## config.mk

```make
export PLATFORM = sky130hd
export DESIGN_NAME = stor_irq_regs
export DESIGN_NICKNAME = d
export VERILOG_FILES = /design/src/rtl/stor_irq_regs.sv
export SDC_FILE = /design/constraint.sdc
export NUM_CORES = 1
export LEC_CHECK = 0
export BUFFER_PORTS_ARGS = -buffer_cell sky130_fd_sc_hd__buf_4
export CAP_MARGIN = 20
export CORE_MARGIN = 2
export CORE_UTILIZATION = 40
export DETAILED_ROUTE_END_ITERATION = 7
export MAX_ROUTING_LAYER = met4
export PLACE_DENSITY = 0.69
export SLEW_MARGIN = 25
export SYNTH_ARGS = -nofsm -noshare
export SYNTH_HDL_FRONTEND = slang
export SYNTH_SLANG_ARGS = --single-unit
```

## constraint.sdc

```tcl
create_clock -name clk -period 1.2 [get_ports clk]
set_clock_uncertainty 0.05 [all_clocks]
set_input_delay 0.06 -clock clk [delete_from_list [all_inputs] [get_ports clk]]
set_output_delay 0.06 -clock clk [all_outputs]
set_load 0.03 [all_outputs]
```

## src/rtl/stor_irq_regs.sv

```systemverilog
module stor_irq_regs #(
  parameter int AW = 3,
  parameter int DW = 32
) (
  input  logic            clk,
  input  logic            rst_n,
  input  logic            bus_we,
  input  logic [AW-1:0]   bus_addr,
  input  logic [DW-1:0]   bus_wdata,
  output logic [DW-1:0]   bus_rdata,
  input  logic            ev_chan,
  input  logic            ev_buserr,
  input  logic [2*DW-1:0] fault_addr,
  output logic            irq
);
  localparam logic [AW-1:0] OFS_ELO  = AW'(0);
  localparam logic [AW-1:0] OFS_EHI  = AW'(1);
  localparam logic [AW-1:0] OFS_STAT = AW'(3);
  localparam logic [AW-1:0] OFS_ENS  = AW'(5);
  localparam logic [AW-1:0] OFS_CLR  = AW'(7);

  logic [1:0]      stat_q, en_q;
  logic [2*DW-1:0] err_q;

  wire [1:0] ev_vec  = {ev_buserr, ev_chan};
  wire [1:0] clr_vec = (bus_we && bus_addr == OFS_CLR) ? bus_wdata[1:0] : 2'b00;
  wire [1:0] ens_vec = (bus_we && bus_addr == OFS_ENS) ? bus_wdata[1:0] : 2'b00;

  always_ff @(posedge clk) begin
    if (!rst_n) begin
      stat_q <= '0;
      en_q   <= '0;
      err_q  <= '0;
    end else begin
      stat_q <= (stat_q & ~clr_vec) | ev_vec;
      en_q   <= en_q | ens_vec;
      if (ev_buserr && !stat_q[1])
        err_q <= fault_addr;
    end
  end

  always_comb begin
    bus_rdata = '0;
    case (bus_addr)
      OFS_ELO:  bus_rdata = err_q[DW-1:0];
      OFS_EHI:  bus_rdata = err_q[2*DW-1:DW];
      OFS_STAT: bus_rdata[1:0] = stat_q;
      OFS_ENS:  bus_rdata[1:0] = en_q;
      default:  bus_rdata = '0;
    endcase
  end

  assign irq = |(stat_q & en_q);
endmodule


```

* Yosys cells after proc, flatten, opt, wreduce, memory -nomap -nowiden *
Cells that the tools add are included.

storage, ports and cells
  word-level logic and storage cells = 22
  register bits = 68
  bits of input ports = 104

operators by class
  reduce and logical (&&, ||, !) cells = 6
  equality and inequality tests = 4
  bitwise gates (word level) = 5
  mux-type cells = 4

operator list
  cell                count
  $pmux 30 s2         1
  $pmux 2 s4          1
  $eq 3x3->1 const B  2
  $and 2x2->2         2
  $mux 2              2
  $or 2x2->2          2
  $eq 3x1->1 const B  1
  $eq 3x2->1 const B  1
  $logic_and 1x1->1   3
  $logic_not 3->1     1
  $not 2->2           1
  $reduce_or 2->1     1
  $logic_not 1->1     1

* Depth between registers and ports, before layout *
Gate-level depths: netlist of run 1.

  depth after elaboration = 6
  mapped depth = 5

* Worst setup path before layout of run 1 *
OpenSTA, ideal clock, no wires.

  path kind = reg2out
  from = register err_q[32]
  to = output port bus_rdata[0]
  arrival = 1.021 ns
  cell stages (with the launch flop) = 4
  setup slack = 0.069 ns
  cells stage by stage = dfxtp_1 mux2i_1 o21a_1 o2bb2ai_1

between the ends
  cells in the longest elaborated chain, start to end = 1

ends and longest elaborated chain
  element                   line  text
  start: declaration        23    logic [2*DW-1:0] err_q;
  start signal: assignment  38    err_q <= fault_addr;
  $pmux 2 s4                44    case (bus_addr)
  end: declaration          10    output logic [DW-1:0] bus_rdata,

Every way passes these cells.

* Worst setup path after layout of run 1 *
  from = register err_q[1]
  to = output port bus_rdata[1]

Same word-level chain as after synthesis.

==> metrics.md, run 1 <==
| Metric | Value |
|---|---|
| Final hold vios | `0` |
| Status | `finished, violations left` |
| Fin nets | `approximately 630` |
| Crit-path cells | `mux2i_1, o21a_1, o2bb2ai_2, buf_6` |
| Critical path's slowest cell | `dfxtp_2` |
| Largest net degree at the start of global routing | `40` |
| Die X | `94.3 um` |
| Slew HR | `75.6%` |
| Die area | `8890 sq um` |
| Simple-gate share of the synthesized area | `around 18%` |
| Worst Path Required | `1.09 ns` |
| Hold Crit Start | `bus_addr[0]` |
| WHS | `around 0.048 ns` |
| Synthesized Nets | `451` |
| Vias in the first global route | `2833` |
| LEAKAGE | `2.14 nW` |
| Hold Path Class | `in -> reg` |
| Ports | `137` |
| Final cell count without fillers | `629` |
| Largest stage delay on the critical path | `0.33 ns` |
| Final Critical Period | `1.29 ns` |
| Routed Antenna Nets | `0` |
| Area grow syn2layout | `58.5%` |
| Wire length of the first global-routing pass | `13200 um` |
| Synth Area in Adders | `0%` |
| Post-synthesis sequential area ratio | `between 40% and 50%` |
| Syn Inst Count | `approximately 350` |
| Max-cap check violation count | `0` |
| Latest clock arrival within the worst-skew pair | `0.33 ns` |
| Synth Warn # | `0` |
| RSZ-0062 raised after global routing | `yes` |
| WL final | `9040 um` |
| Synth unique cells | `23` |
| R2r worst-path depth | `5` |
| CTS Sinks | `68` |
| Reg2Reg Setup Slack | `roughly 0.080 ns` |
| CP startpoint kind | `flip-flop` |
| Worst path arrival time | `1.18 ns` |
| Hold EP | `en_q[0]` |
| Gr ovfl total | `0` |
| Layout cell share with drive strength beyond 1 | `39.7%` |
| CTS tree | `done` |
| Post-synthesis mux area share | `less than 1%` |
| Number of CTS-inserted buffers | `9` |
| Power per cell area | `1000 nW/um^2` |
| Critical Path Sink Type | `primary output` |
| Chip height | `94.3 um` |
| Worst-case clock buffer depth | `2` |
| Mean Syn Cell Area | `9.40 sq um` |
| Wire per inst | `between 10 and 15 um` |
| Overall Power | `0.00517 W` |
| Vias per cell | `4.82` |
| R2r endpoint | `err_q[37]` |
| Placed insts | `536` |
| Fmax | `0.774 GHz` |
| Gr usage total | `19.5%` |
| FF-to-FF Start | `stat_q[1]` |
| Slew of the pin with the lowest slew margin | `between 0.3 and 0.4 ns` |
| Effective utilization at floorplan | `41.8%` |
| Syn Std Cell Area | `3260 sq um` |
| GPL Wtd Cong | `between 0.7 and 0.8` |
| IO Port Bufs | `around 110` |
| CTS root buf | `clkbuf_8` |
| Violated checks | `setup timing` |
| Antenna Cells | `0` |
| Final worst slack | `-0.0920 ns` |
| Post-synthesis compound-gate area fraction | `31.6%` |
| Crit-path max FO | `2` |
| Main combinational cell family by area after synthesis | `compound AO/OA/AOI/OAI gates` |
| Worst IR drop on VDD | `502 uV` |
| Setup violations, final | `2` |
| Initial DRC count | `128` |
| Initial antenna violation count | `0` |
| Core Rows | `32` |
| Synth Register Bits | `slightly below 70` |
| Core area | `7810 sq um` |
| Clock transition at path regs | `around 0.070 ns` |
| Drt pass-1 iters | `4` |
| HPWL after detailed placement | `4930 um` |
| H-tree levels | `3` |
| Xor/xnor cell area share of the yosys netlist | `0%` |
| Hold depth | `3` |
| Final period util | `108%` |
| CP Class | `reg -> out` |
| Vias post-DR | `3033` |
| Max Slew Vio Count | `0` |
| Drt drc | `0` |
## synth_stat cells
| master | count | area [sq um] |
|---|---|---|
| nand2_1 | 131 | 492 |
| dfxtp_1 | 68 | 1360 |
| a21boi_2 | 60 | 676 |
| a22o_1 | 31 | 272 |
| buf_4 | 8 | 60.1 |
| buf_6 | 7 | 78.8 |
| buf_8 | 6 | 90.1 |
| clkbuf_1 | 6 | 22.5 |
| a21boi_0 | 4 | 30.0 |
| nand3_1 | 4 | 20.0 |
| o21ai_0 | 4 | 20.0 |
| nor2_1 | 3 | 11.3 |
| mux2i_1 | 2 | 20.0 |
| nor3_1 | 2 | 10.0 |
| o21a_1 | 2 | 15.0 |
| o2bb2ai_1 | 2 | 17.5 |
| buf_2 | 1 | 5.00 |
| clkbuf_2 | 1 | 5.00 |
| nand2b_1 | 1 | 6.26 |
| nand3b_1 | 1 | 7.51 |
| nor2b_1 | 1 | 6.26 |
| nor3_4 | 1 | 16.3 |
| nor3b_4 | 1 | 18.8 |
## registers in the layout, summed over array words and instances, names as in the netlist
| register | count |
|---|---|
| err_q | 64 |
| stat_q | 2 |
| en_q | 2 |
## final cells by class
class / instances / area [sq um]
Fill cell: 614 / 2640
Timing Repair Buffer: 193 / 1840
Multi-Input combinational cell: 250 / 1670
Sequential cell: 68 / 1370
Clock buffer: 14 / 153
Tap cell: 102 / 128
Clock inverter: 2 / 10.0
## power breakdown
group | switching (W) | internal [W]
logic | 0.000474 | 0.000635
registers | 0.0000688 | 0.00239
clock network | 0.000801 | 0.000804
## metrics by stage
stage | utilization [%] | cell area (sq um) | setup WS, ns | TNS [ns]
after CTS | 63.6 | 4960 | -0.120 | -0.233
after global placement | 52.5 | 4100 | 0.0904 | 0
after detailed placement | 52.5 | 4100 | 0.0435 | 0
final | 66.2 | 5170 | -0.0920 | -0.162
after floorplan | - | 3260 | 0.0686 | 0
after global routing | 66.2 | 5170 | -0.176 | -0.333
## worst max path at each step
stage | startpoint | endpoint | slack (ns) | depth (start not counted)
6_report | err_q[1] | bus_rdata[1] | -0.09 | 4
5_1_grt | err_q[1] | bus_rdata[1] | -0.18 | 4
4_1_cts | err_q[32] | bus_rdata[0] | -0.12 | 4
3_5_place_dp | stat_q[1] | err_q[9] | 0.04 | 4
3_3_place_gp | stat_q[1] | err_q[46] | 0.09 | 4
2_1_floorplan | err_q[32] | bus_rdata[0] | 0.07 | 3
## logic make-up after synthesis
family | after synthesis
AOI/OAI and AO/OA | 103
buffers and inverters | 29
DFF | 68
muxes | 2
and+or+nand+nor | 145
## repair_timing
action                                 4_1_cts  5_1_grt
endpoints found under the hold margin       68        0
resized for setup                            9       10
pin swaps                                    3        2
setup buffers                                0        3
setup endpoints to repair                    3       21
gates cloned                                 0        6
hold buffers                                69        0
## layout by cell type, fill, tap and decap left out, drive strengths merged
master,netlist,layout
nor2,3,3
a21boi,64,64
nor3b,1,1
clkbuf,7,20
o2bb2ai,2,2
o21a,2,2
dfxtp,68,68
o21ai,4,4
nand2b,1,1
nand2,131,131
nand3b,1,1
dlymetal6s4s,0,1
nor2b,1,1
clkinv,0,2
mux2i,2,2
nand3,4,4
a22o,31,31
dlygate4sd3,0,68
nor3,3,3
buf,22,118
## layer usage
metal | up-vias | routed length, um | global-route usage (%)
met5 | - | 0 | -
met4 | 0 | 187 | 9.06
met1 | 1411 | 3900 | 22.6
li1 | 1524 | - | -
met3 | 17 | 324 | 3.37
met2 | 81 | 4630 | 33.0
## worst max-delay path, delay by kind of cell (launching register included)
| kind | cells | cell delay [ns] |
|---|---|---|
| AO/OA/AOI/OAI | 2 | 0.32 |
| flip-flops | 1 | 0.33 |
| buffers and inverters | 1 | 0.15 |
| multiplexers | 1 | 0.06 |
(Power assumes the default switching activity.)
==> run 2: changes to the inputs <==
CORE_MARGIN = unset   (was 2)
==> run 2 against run 1 <==
The flow still finishes with violations (setup timing). Final area rose by 8.0%. Total power is 11% higher. Global-route usage rose by 0.82 points.
==> metrics.md, run 2 (synthesis results as in run 1) <==
| Metric | Value |
|---|---|
| Die area | `8520 sq um` |
| P_int | `0.00429 W` |
| Fin area | `~5600 sq um` |
| Drt pass-1 iters | `4` |
| Slew HR | `between 70% and 80%` |
| Core area | `7810 sq um` |
| Layout cell share with drive strength beyond 1 | `50.0%` |
| Gr ovfl total | `0` |
| Commonest non-fill, non-tap cell in the layout | `buf_4` |
| Power per cell area | `1030 nW/um^2` |
| IO Port Bufs | `106` |
| CTS root buf | `clkbuf_8` |
| Clock transition at path regs | `0.07 ns` |
| Initial antenna violation count | `0` |
| Combinational share of power | `23.0%` |
| Core Rows | `32` |
| Drt drc | `0` |
| Max reg flops | `64` |
| M3 GR Usage | `3.07%` |
| Clk pwr share | `34.1%` |
| Final hold vios | `0` |
| Fin nets | `635` |
| Slew of the pin with the lowest slew margin | `0.343 ns` |
| Switching pwr | `0.00143 W` |
| Routed Antenna Nets | `0` |
| WL final | `9590 um` |
| Area grow syn2layout | `71.2%` |
| H-tree levels | `3` |
| Ports | `roughly 140` |
| CP startpoint kind | `flip-flop` |
| Critical Path Sink Type | `primary output` |
| Vias in the first global route | `3012` |
| Max Slew Vio Count | `0` |
| Final Critical Period | `1.28 ns` |
| Worst-case clock buffer depth | `2` |
| Die X | `slightly above 90 um` |
| Most flops, register | `err_q` |
| Sequential share of power | `42.9%` |
| Largest registers | `err_q (64), en_q (2), stat_q (2)` |
| Chip height | `92.3 um` |
| CP Class | `reg -> out` |
| CTS tree | `done` |
| Initial DRC count | `91` |
| Fmax | `0.781 GHz` |
| LEAKAGE | `2.37 nW` |
| Met2 track demand over resource | `35.4%` |
| Placed insts | `~540` |
| Net Sw Frac | `approximately a quarter` |
| HPWL after detailed placement | `around 4700 um` |
| Vias per cell | `4.94` |
| Violated checks | `setup timing` |
| CTS Sinks | `68` |
| Final worst slack | `-0.0798 ns` |
| Wire length of the first global-routing pass | `13400 um` |
| Number of CTS-inserted buffers | `9` |
| Dpl cell area | `4110 sq um` |
| Final cell count without fillers | `between 600 and 700` |
| Final period util | `107%` |
| WHS | `about 0.05 ns` |
| Worst path arrival time | `about 1.2 ns` |
| Hold Path Class | `in -> reg` |
| Latest clock arrival within the worst-skew pair | `0.32 ns` |
| Wire per inst | `between 15 and 20 um` |
| GR peak layer | `met2` |
| Status | `finished, violations left` |
| Worst Path Required | `1.09 ns` |
| Setup violations, final | `15` |
| Largest net degree at the start of global routing | `39` |
| RSZ-0062 raised after global routing | `yes` |
| Crit-path max FO | `2` |
| Worst IR drop on VDD | `881 uV` |
| Met1 GRT Util | `23.3%` |
| Effective utilization at floorplan | `41.8%` |
| Vias post-DR | `3149` |
| Most frequent cells in the layout | `105 x buf_4, 84 x nand2_1, 69 x dlygate4sd3_1, 62 x dfxtp_1, 61 x a21boi_2` |
| Gr usage total | `20.4%` |
| Max-cap check violation count | `0` |
| GPL Wtd Cong | `about 0.74` |
==> run 2: changes by cell type in the layout (fill, tap and decap cells not counted), sizes merged <==
cell,before,now
diode,0,1
dlymetal6s4s,1,0
clkbuf,20,21
clkinv,2,0
bufinv,0,1
buf,118,125
dlygate4sd3,68,69
==> run 2: final cells by class <==
class | instances | area, sq um
fill | 565 | 2230
timing repair buffer | 202 | 1990
clock inverter | 1 | 30.0
antenna | 1 | 2.50
tap | 102 | 128
sequential | 68 | 1370
clock buffer | 13 | 179
multi-input combinational | 250 | 1890
==> run 2: stage by stage <==
step	worst slack, ns	utilization, %	setup TNS [ns]	total power, W
6_report	-0.0798	71.5	-0.319	0.00572
3_3_place_gp	0.0868	52.6	0	0.00332
3_5_place_dp	0.0477	52.6	0	0.00334
5_1_grt	-0.152	71.5	-2.29	0.00597
2_1_floorplan	0.0686	-	0	0.00302
4_1_cts	-0.133	64.4	-0.262	0.00548
==> run 2: power by group through the flow <==
stage                     registers [W]  clock network [W]  logic [W]
after floorplan                 0.00249                  0   0.000537
after global placement          0.00250                  0   0.000827
after detailed placement        0.00250                  0   0.000841
after CTS                       0.00245            0.00200    0.00103
after global routing            0.00247            0.00210    0.00140
final                           0.00245            0.00195    0.00131
==> run 2: timing repair <==
item,in CTS,in global routing
endpoints found under the hold margin,68,0
setup endpoints to repair,3,66
resized for setup,10,81
gates cloned,0,13
pin swaps,3,42
hold buffers,69,0
setup buffers,1,3
==> run 2: final timing paths <==
path | start | to | slack [ns] | depth (start not counted)
setup / recovery | err_q[0] | bus_rdata[0] | -0.08 | 4
hold / removal | bus_addr[2] | en_q[1] | 0.05 | 3
setup reg to reg | stat_q[1] | err_q[18] | -0.03 | 6
hold reg to reg | err_q[49] | err_q[49] | 0.40 | 2
==> run 2: critical path: stages (launching register included) <==
cell	delay (ns)
dfxtp_2	0.34
mux2i_1	0.06
o21a_1	0.17
o2bb2ai_2	0.13
buf_6	0.15
==> run 2: layer usage <==
| metal | up-vias | wire [um] |
|---|---|---|
| met5 | - | 0 |
| met4 | 0 | 123 |
| met3 | 11 | 242 |
| met2 | 68 | 5010 |
| met1 | 1528 | 4210 |
| li1 | 1542 | - |
==> run 3: changes to the inputs <==
PLACE_DENSITY = 0.78   (was 0.69)
==> run 3 against run 2 <==
The run still ends with setup timing left. Worst setup slack lost 0.050 ns. Global-route usage grew 1.3 points. Clock-buffer cell count shrank 1. Final area grew 3.4%. Utilization grew 2.4 points. Total power shrank 2.7%. Die area is the same. Register-to-register slack lost 0.04 ns. First-iteration DRC count shrank 34%. Hold slack lost 0.0084 ns. Largest cell class unchanged. Highest routed layer unchanged.
==> metrics.md, run 3 (synthesis results as in run 1) <==
| Metric | Value |
|---|---|
| Worst Path Required | `1.09 ns` |
| Wire length of the first global-routing pass | `14100 um` |
| Largest stage delay on the critical path | `0.33 ns` |
| CP top delay family | `compound AO/OA/AOI/OAI gates` |
| Die area | `8520 sq um` |
| HPWL after detailed placement | `4990 um` |
| Dpl cell area | `4090 sq um` |
| Worst-case clock buffer depth | `2` |
| Chip height | `roughly 92 um` |
| Clock transition at path regs | `~0.070 ns` |
| Vias post-DR | `3318` |
| Routed Antenna Nets | `0` |
| Latest clock arrival within the worst-skew pair | `0.32 ns` |
| Effective utilization at floorplan | `41.8%` |
| Most frequent cells in the layout | `103 x buf_4, 68 x dlygate4sd3_1, 60 x a21boi_2, 58 x nand2_1, 58 x dfxtp_1` |
| Setup violations, final | `40` |
| Slew HR | `75.0%` |
| Core area | `7810 sq um` |
| Fmax | `between 0.7 and 0.8 GHz` |
| Initial antenna violation count | `0` |
| Crit-path max FO | `2` |
| LEAKAGE | `2.47 nW` |
| WL final | `~11000 um` |
| Sequential share of power | `44.4%` |
| P_int | `around 0.0040 W` |
| Area grow syn2layout | `77.0%` |
| Status | `finished, violations left` |
| Die X | `92.3 um` |
| Final worst slack | `-0.130 ns` |
| Power per cell area | `roughly 960 nW/um^2` |
| Worst IR drop on VDD | `491 uV` |
| Overall Power | `0.00557 W` |
| CP Class | `reg -> out` |
| Gr usage total | `21.7%` |
| Final Critical Period | `1.33 ns` |
| Final period util | `111%` |
| Vias in the first global route | `3242` |
| RSZ-0062 raised after global routing | `yes` |
| GPL Wtd Cong | `roughly 0.74` |
| Critical Path Sink Type | `primary output` |
| Slew of the pin with the lowest slew margin | `roughly 0.38 ns` |
| Largest net degree at the start of global routing | `43` |
| Max Slew Vio Count | `0` |
| CP startpoint kind | `flip-flop` |
| Crit-path cells | `mux2i_1, o21a_1, o2bb2ai_2, buf_6` |
| Initial DRC count | `60` |
| Number of CTS-inserted buffers | `9` |
| Drt pass-1 iters | `6` |
| Drt drc | `0` |
| Fin nets | `approximately 640` |
| Clk pwr share | `29.8%` |
| Max-cap check violation count | `0` |
| IO Port Bufs | `106` |
| Setup TNS | `-1.35 ns` |
| Vias per cell | `roughly 5.1` |
| CTS tree | `done` |
| CTS root buf | `clkbuf_8` |
| Crit path buf inv count | `1` |
| Gr ovfl total | `0` |
| Reg2Reg Setup Slack | `-0.07 ns` |
| Commonest non-fill, non-tap cell in the layout | `buf_4` |
| Switching pwr | `0.00158 W` |
| Worst path arrival time | `1.22 ns` |
| Fillers | `535` |
| Antenna Cells | `0` |
| Hold Path Class | `in -> reg` |
| Fin area | `5770 sq um` |
| Wire per inst | `approximately 17 um` |
| Violated checks | `setup timing` |
| Max reg flops | `64` |
| Pre-CTS setup slack | `between 0.03 and 0.04 ns` |
| Largest registers | `err_q (64), en_q (2), stat_q (2)` |
| Net Sw Frac | `28.3%` |
| Most flops, register | `err_q` |
| Layout cell share with drive strength beyond 1 | `about 56%` |
| Combinational share of power | `approximately a quarter` |
| Critical path's slowest cell | `dfxtp_2` |
| Core Rows | `32` |
| CTS Sinks | `68` |
| Ports | `around 140` |
| Final hold vios | `0` |
| H-tree levels | `3` |
run 3: changes by cell type in the layout (fill, tap and decap cells not counted), moves of 3 or more:
cell,previous run,this run
buf_6,10,15
nand2_2,27,45
clkbuf_8,13,10
dfxtp_1,62,58
nand2_1,84,58
nand2_4,20,28
dfxtp_2,6,10
run 3: what timing repair did:
action | in CTS | in global routing
gates cloned | 0 | 17
resized for setup | 10 | 130
setup endpoints to repair | 3 | 65
setup buffers | 1 | 8
hold buffers | 68 | 0
endpoints found under the hold margin | 67 | 0
pin swaps | 3 | 53
run 3: metal layers:
layer	routed length (um)	vias to the layer above	part of all wire [%]	GRT usage, %
li1	-	1561	-	-
met1	4400	1589	39	22.0
met2	5820	128	52	39.5
met3	519	40	4.6	3.90
met4	429	0	3.8	11.5
met5	0	-	0	-
run 3: area by class of cell:
class / count / area (sq um) / area share (%)
Sequential cell: 68 / 1370 / 23.8
Timing Repair Buffer: 208 / 2100 / 36.4
Tap cell: 102 / 128 / 2.21
Clock inverter: 4 / 25.0 / 0.434
Clock buffer: 12 / 145 / 2.51
Multi-Input combinational cell: 251 / 2000 / 34.7
run 3: final timing paths:
path	startpoint	to	cells after the start
hold / removal	bus_wdata[0]	en_q[0]	3
hold reg to reg	err_q[6]	err_q[6]	2
setup / recovery	err_q[33]	bus_rdata[1]	4
setup reg to reg	stat_q[1]	err_q[60]	6
run 3: power by group through the flow:
stage	Clock (W)	Sequential (W)	Combinational, W
global route	0.00179	0.00249	0.00152
detailed placement	0	0.00250	0.000833
global placement	0	0.00250	0.000813
finish	0.00166	0.00247	0.00143
floorplan	0	0.00249	0.000537
CTS	0.00170	0.00245	0.00102
run 3: through the flow:
| stage | hold WS [ns] | std cells | util [%] |
|---|---|---|---|
| floorplan | 0.151 | 347 | - |
| global placement | 0.255 | 535 | 52.4 |
| detailed placement | 0.265 | 535 | 52.4 |
| CTS | 0.0194 | 620 | 63.7 |
| global route | 0.0525 | 645 | 73.9 |
| finish | 0.0427 | 645 | 73.9 |
run 3: tightest hold or removal path, cell delays in order:
cell and delay (ns):
buf_4 0.11, nand3_1 0.10, o21ai_0 0.10
